### config.mk
export PLATFORM = sky130hd
export DESIGN_NAME = rf_bank_arbiter
export DESIGN_NICKNAME = d
export VERILOG_FILES = /design/src/rtl/rfa_pkg.sv /design/src/rtl/rfa_policy_reg.sv /design/src/rtl/rfa_bank_arb.sv /design/src/rtl/rfa_bank_store.sv /design/src/rtl/rf_bank_arbiter.sv
export SDC_FILE = /design/constraint.sdc
export NUM_CORES = 2
export LEC_CHECK = 0
export ABC_CLOCK_PERIOD_IN_PS = 4800
export BUFFER_PORTS_ARGS = -buffer_cell sky130_fd_sc_hd__buf_2
export CAP_MARGIN = 20
export CORE_UTILIZATION = 35
export CTS_BUF_LIST = sky130_fd_sc_hd__clkbuf_8
export DETAILED_ROUTE_END_ITERATION = 8
export GPL_ROUTABILITY_DRIVEN = 0
export GPL_TIMING_DRIVEN = 0
export HOLD_SLACK_MARGIN = 0.12
export PLACE_DENSITY_LB_ADDON = 0.3
export SKIP_LAST_GASP = 1
export SLEW_MARGIN = 20
export SYNTH_ARGS = -nofsm -noshare
export SYNTH_HDL_FRONTEND = slang
export SYNTH_HIERARCHICAL = 1
export SYNTH_SLANG_ARGS = --single-unit
### constraint.sdc
create_clock -name clk -period 4.8 [get_ports clk]
set_input_delay 0.24 -clock clk [delete_from_list [all_inputs] [get_ports clk]]
set_output_delay 0.24 -clock clk [all_outputs]
set_load 0.02 [all_outputs]
### src/rtl/rfa_pkg.sv
package rfa_pkg;

  typedef enum logic {
    POL_RR    = 1'b0,
    POL_FIXED = 1'b1
  } pol_e;

  // Grant vector for one bank: bit i = thread i granted.
  function automatic logic [1:0] arb_pick(input logic [1:0] req,
                                          input pol_e      pol,
                                          input logic      prio,
                                          input logic      ptr);
    logic fav;
    if (req == 2'b11) begin
      fav = (pol == POL_FIXED) ? prio : ptr;
      return fav ? 2'b10 : 2'b01;
    end
    return req;
  endfunction

endpackage

### src/rtl/rfa_policy_reg.sv
module rfa_policy_reg
  import rfa_pkg::*;
(
  input  logic clk,
  input  logic rst_n,
  input  logic we,
  input  logic fixed,
  input  logic prio,
  output pol_e pol_q,
  output logic prio_q
);

  always_ff @(posedge clk) begin
    if (!rst_n) begin
      pol_q  <= POL_RR;
      prio_q <= 1'b0;
    end else if (we) begin
      pol_q  <= pol_e'(fixed);
      prio_q <= prio;
    end
  end


  cfg_update_chk: assert property (@(posedge clk) disable iff (!rst_n)
    we |=> (pol_q == pol_e'($past(fixed))) && (prio_q == $past(prio)));

endmodule

### src/rtl/rfa_bank_arb.sv
module rfa_bank_arb
  import rfa_pkg::*;
(
  input  logic       clk,
  input  logic       rst_n,
  input  logic [1:0] req,
  input  pol_e       pol,
  input  logic       prio,
  output logic [1:0] gnt,
  output logic       conflict
);

  logic ptr_q;
  logic rr_conflict;

  assign conflict    = (req == 2'b11);
  assign rr_conflict = conflict && (pol == POL_RR);
  assign gnt         = arb_pick(req, pol, prio, ptr_q);

  always_ff @(posedge clk) begin
    if (!rst_n)           ptr_q <= 1'b0;
    else if (rr_conflict) ptr_q <= ~ptr_q;
  end


  gnt_onehot_chk: assert property (@(posedge clk) disable iff (!rst_n)
    conflict |-> $onehot(gnt));


  gnt_subset_chk: assert property (@(posedge clk) disable iff (!rst_n)
    (gnt & ~req) == 2'b00);


  fixed_win_chk: assert property (@(posedge clk) disable iff (!rst_n)
    (conflict && pol == POL_FIXED) |-> gnt[prio]);


  rr_alt_chk: assert property (@(posedge clk) disable iff (!rst_n)
    (rr_conflict && $past(rst_n) && $past(rr_conflict)) |-> (gnt != $past(gnt)));

endmodule

### src/rtl/rfa_bank_store.sv
module rfa_bank_store #(
  parameter int ROWS   = 16,
  parameter int DATA_W = 32,
  localparam int ROW_W = (ROWS > 1) ? $clog2(ROWS) : 1
) (
  input  logic              clk,
  input  logic              rd_en,
  input  logic [ROW_W-1:0]  rd_row,
  input  logic              wr_en,
  input  logic [ROW_W-1:0]  wr_row,
  input  logic [DATA_W-1:0] wr_data,
  output logic [DATA_W-1:0] rd_data
);

  logic [DATA_W-1:0] mem [ROWS];

  always_ff @(posedge clk) begin
    if (rd_en)  rd_data     <= mem[rd_row];
    if (wr_en)  mem[wr_row] <= wr_data;
  end

endmodule

### src/rtl/rf_bank_arbiter.sv
module rf_bank_arbiter
  import rfa_pkg::*;
#(
  parameter int NUM_BANKS = 4,
  parameter int TAG_W     = 6,
  parameter int DATA_W    = 32
) (
  input  logic              clk,
  input  logic              rst_n,
  input  logic              cfg_we,
  input  logic              cfg_fixed,
  input  logic              cfg_prio,
  input  logic              wr_en,
  input  logic [TAG_W-1:0]  wr_tag,
  input  logic [DATA_W-1:0] wr_data,
  input  logic              t0_req,
  input  logic [TAG_W-1:0]  t0_tag,
  input  logic              t1_req,
  input  logic [TAG_W-1:0]  t1_tag,
  output logic              t0_grant,
  output logic              t1_grant,
  output logic              t0_rvalid,
  output logic [DATA_W-1:0] t0_rdata,
  output logic              t1_rvalid,
  output logic [DATA_W-1:0] t1_rdata
);

  localparam int BANK_W = $clog2(NUM_BANKS);
  localparam int ROW_W  = TAG_W - BANK_W;
  localparam int ROWS   = 1 << ROW_W;

  pol_e pol_q;
  logic prio_q;

  rfa_policy_reg u_pol (
    .clk(clk), .rst_n(rst_n), .we(cfg_we), .fixed(cfg_fixed), .prio(cfg_prio),
    .pol_q(pol_q), .prio_q(prio_q)
  );

  logic [BANK_W-1:0] bank0, bank1, wbank;
  logic [ROW_W-1:0]  row0, row1, wrow;

  assign bank0 = t0_tag[BANK_W-1:0];
  assign bank1 = t1_tag[BANK_W-1:0];
  assign wbank = wr_tag[BANK_W-1:0];
  assign row0  = t0_tag[TAG_W-1:BANK_W];
  assign row1  = t1_tag[TAG_W-1:BANK_W];
  assign wrow  = wr_tag[TAG_W-1:BANK_W];

  logic [1:0]        bank_gnt  [NUM_BANKS];
  logic [NUM_BANKS-1:0] bank_conf;
  logic [DATA_W-1:0] bank_rd   [NUM_BANKS];

  for (genvar b = 0; b < NUM_BANKS; b++) begin : g_bank
    logic [1:0] req_b;
    assign req_b = {t1_req && (bank1 == BANK_W'(b)), t0_req && (bank0 == BANK_W'(b))};

    rfa_bank_arb u_arb (
      .clk(clk), .rst_n(rst_n), .req(req_b), .pol(pol_q), .prio(prio_q),
      .gnt(bank_gnt[b]), .conflict(bank_conf[b])
    );

    rfa_bank_store #(.ROWS(ROWS), .DATA_W(DATA_W)) u_store (
      .clk(clk),
      .rd_en(|bank_gnt[b]),
      .rd_row(bank_gnt[b][1] ? row1 : row0),
      .wr_en(wr_en && (wbank == BANK_W'(b))),
      .wr_row(wrow),
      .wr_data(wr_data),
      .rd_data(bank_rd[b])
    );
  end

  always_comb begin
    t0_grant = 1'b0;
    t1_grant = 1'b0;
    for (int b = 0; b < NUM_BANKS; b++) begin
      t0_grant = t0_grant | bank_gnt[b][0];
      t1_grant = t1_grant | bank_gnt[b][1];
    end
  end

  logic [BANK_W-1:0] bank0_q, bank1_q;

  always_ff @(posedge clk) begin
    if (!rst_n) begin
      t0_rvalid <= 1'b0;
      t1_rvalid <= 1'b0;
      bank0_q   <= '0;
      bank1_q   <= '0;
    end else begin
      t0_rvalid <= t0_grant;
      t1_rvalid <= t1_grant;
      bank0_q   <= bank0;
      bank1_q   <= bank1;
    end
  end

  assign t0_rdata = t0_rvalid ? bank_rd[bank0_q] : '0;
  assign t1_rdata = t1_rvalid ? bank_rd[bank1_q] : '0;


  parallel_grant_chk: assert property (@(posedge clk) disable iff (!rst_n)
    (t0_req && t1_req && bank0 != bank1) |-> (t0_grant && t1_grant));


  same_bank_chk: assert property (@(posedge clk) disable iff (!rst_n)
    (t0_req && t1_req && bank0 == bank1) |-> (t0_grant ^ t1_grant));


  rvalid_t0_chk: assert property (@(posedge clk) disable iff (!rst_n)
    t0_grant |=> t0_rvalid);


  rvalid_t1_chk: assert property (@(posedge clk) disable iff (!rst_n)
    t1_grant |=> t1_rvalid);


  no_req_no_gnt_chk: assert property (@(posedge clk) disable iff (!rst_n)
    (!t0_req |-> !t0_grant) and (!t1_req |-> !t1_grant));

endmodule

==> impl_metrics.env <==
export IMPL_outcome="finished, final reports clean"
export IMPL_dp_cells=7091
export IMPL_multi_input_area_um2=17210
export IMPL_synth_cells=3665
export IMPL_wl_per_cell_um=30.04
export IMPL_antenna_found_initial=27
export IMPL_min_period_ns=4.324
export IMPL_critPathKind="reg -> reg"
export IMPL_num_io_pins=126
export IMPL_tns_ns=0
export IMPL_cts_buffer_depth=4
export IMPL_mostFrequentLayoutCells="2176 x edfxtp_1, 512 x mux4_2, 381 x clkbuf_8, 256 x a22oi_1, 148 x buf_4"
export IMPL_fill_cells=20560
export IMPL_final_cells=7813
export IMPL_hold_path_class="in -> reg"
export IMPL_core_area_um2=236100
export IMPL_busiest_layer="met2"
export IMPL_worst_setup_path_end_kind="flip-flop"
export IMPL_rows=178
export IMPL_routed_via_count=41670
export IMPL_clockRootBuffer="clkbuf_8"
export IMPL_syn_avg_cell_area_um2=22.75
export IMPL_grt_pass1_vias=42500
export IMPL_ff_latch_area_um2=65580
export IMPL_worst_slew_pin_slew_ns=1.095
export IMPL_rsz0062_at_grt="no"
export IMPL_fmaxAchievable_mhz=231.3
export IMPL_dieArea_um2=240200
export IMPL_power_leakage_nw=31.46
export IMPL_start_util=0.3532
export IMPL_arrival_ns=5.11
export IMPL_clock_skew_ns=0.06806
export IMPL_post_route_period_util=0.9009
export IMPL_tritoncts="done"
export IMPL_syn_cell_area_um2=83390
export IMPL_cp_start_kind="flip-flop"
export IMPL_nets=4439
export IMPL_use_met3=0.03072
export IMPL_final_common_cell="edfxtp_1"
export IMPL_drc=0
export IMPL_numCtsBuffers=361
export IMPL_die_w_um=490.1
export IMPL_die_y_um=490.1
export IMPL_ant_nets=0
export IMPL_clkTransAtPathRegs_ns=0.07
export IMPL_grt_usage=0.1925
export IMPL_clk_latency_ns=1.10
export IMPL_ir_drop_mv=0.2932
export IMPL_htree_levels=5
export IMPL_syn_nets=3723
export IMPL_path_max_fanout=10
export IMPL_routed_wl_mm=234.7
export IMPL_power_density_nw_per_um2=401.1
export IMPL_slew_viol_final=0
export IMPL_crit_required_ns=5.59
export IMPL_io_buffers=125
export IMPL_dp_hpwl_mm=155.1
export IMPL_viasPerCell=5.333
export IMPL_firstDrtPassIters=5
export IMPL_hold_viol=0
export IMPL_relSlewSlack=0.2491
export IMPL_cts_sinks=2188
export IMPL_use_met1=0.2449
export IMPL_power_w=0.03943
export IMPL_setup_viol=0
export IMPL_cap_viol_max_count=0
export IMPL_layout_drive_gt1_share=0.3033
export IMPL_syn_to_final_growth_pct=17.89
export IMPL_initialDrtViolationCount=4528
export IMPL_grt_max_degree=65
export IMPL_grt_pass1_wl_mm=325.2
export IMPL_overflow=0
export IMPL_use_met2=0.3210
export IMPL_yosysWarnings=6
metrics by stage:
stage | area (um^2) | util | worst slack, ns | hold slack (ns)
final | 98310 | 0.4164 | 0.4757 | 0.2092
after global routing | 98300 | 0.4164 | 0.3883 | 0.1695
after global placement | 87960 | 0.3726 | -1.741 | 0.4615
after floorplan | 83390 | - | 1.053 | 0.3389
after CTS | 98270 | 0.4163 | 0.4706 | 0.1202
after detailed placement | 90890 | 0.3850 | 0.4884 | 0.4679
where the power goes:
group / internal (W) / switching [W]
clock: 0.00801 / 0.00726
combinational: 0.000963 / 0.00188
sequential: 0.0212 / 0.0000734
total: 0.0302 / 0.00921
area by class of cell:
cell class                      instances  area share
Clock inverter                        247     0.01392
Multi-Input combinational cell       1275      0.1751
Inverter                                4   0.0001527
Timing Repair Buffer                  353     0.03949
Clock buffer                          381     0.05334
Buffer                                198     0.01040
Sequential cell                      2188      0.6671
Tap cell                             3150     0.04009
Antenna cell                           17   0.0004327
routing by layer:
layer / vias up / wire length, um / part of all wire
met2: 1756 / 117700 / 0.50
met1: 22330 / 90610 / 0.39
met3: 415 / 15500 / 0.066
met5: - / 13 / 0.000055
li1: 17170 / - / -
met4: 2 / 10830 / 0.046
flip-flops by register name, summed over array words and instances, names as in the netlist:
signal,flops
bank0_q,2
bank1_q,2
g_bank.u_arb/ptr_q,4
g_bank.u_store/mem,2048
g_bank.u_store/rd_data,128
t0_rvalid,1
t1_rvalid,1
u_pol/pol_q,1
u_pol/prio_q,1
worst paths after layout:
check                                            from                       endpoint  slack, ns  cells after the start
worst min-delay path                        t0_tag[1]                     bank0_q[1]       0.21                      3
worst min register to register  g_bank[3].u_arb/ptr_q          g_bank[3].u_arb/ptr_q       0.48                      2
worst max-delay path                      u_pol/pol_q  g_bank[3].u_store/rd_data[11]       0.48                      8
worst max register to register            u_pol/pol_q  g_bank[3].u_store/rd_data[11]       0.48                      8
critical path, stage by stage, from the launching register on:
cell	delay (ns)
dfxtp_1	0.67
mux2_4	0.36
o21a_1	0.26
mux2_2	0.37
clkbuf_1	0.84
buf_2	0.45
mux4_2	0.34
a22oi_1	0.48
nand2_1	0.25
repair_timing:
action | in CTS | in global routing
hold buffers | 77 | 0
buffers inserted | 0 | 0
hold endpoints to repair | 2259 | 0
resized for setup | 0 | 0
Power figures use the tool's default switching activity.
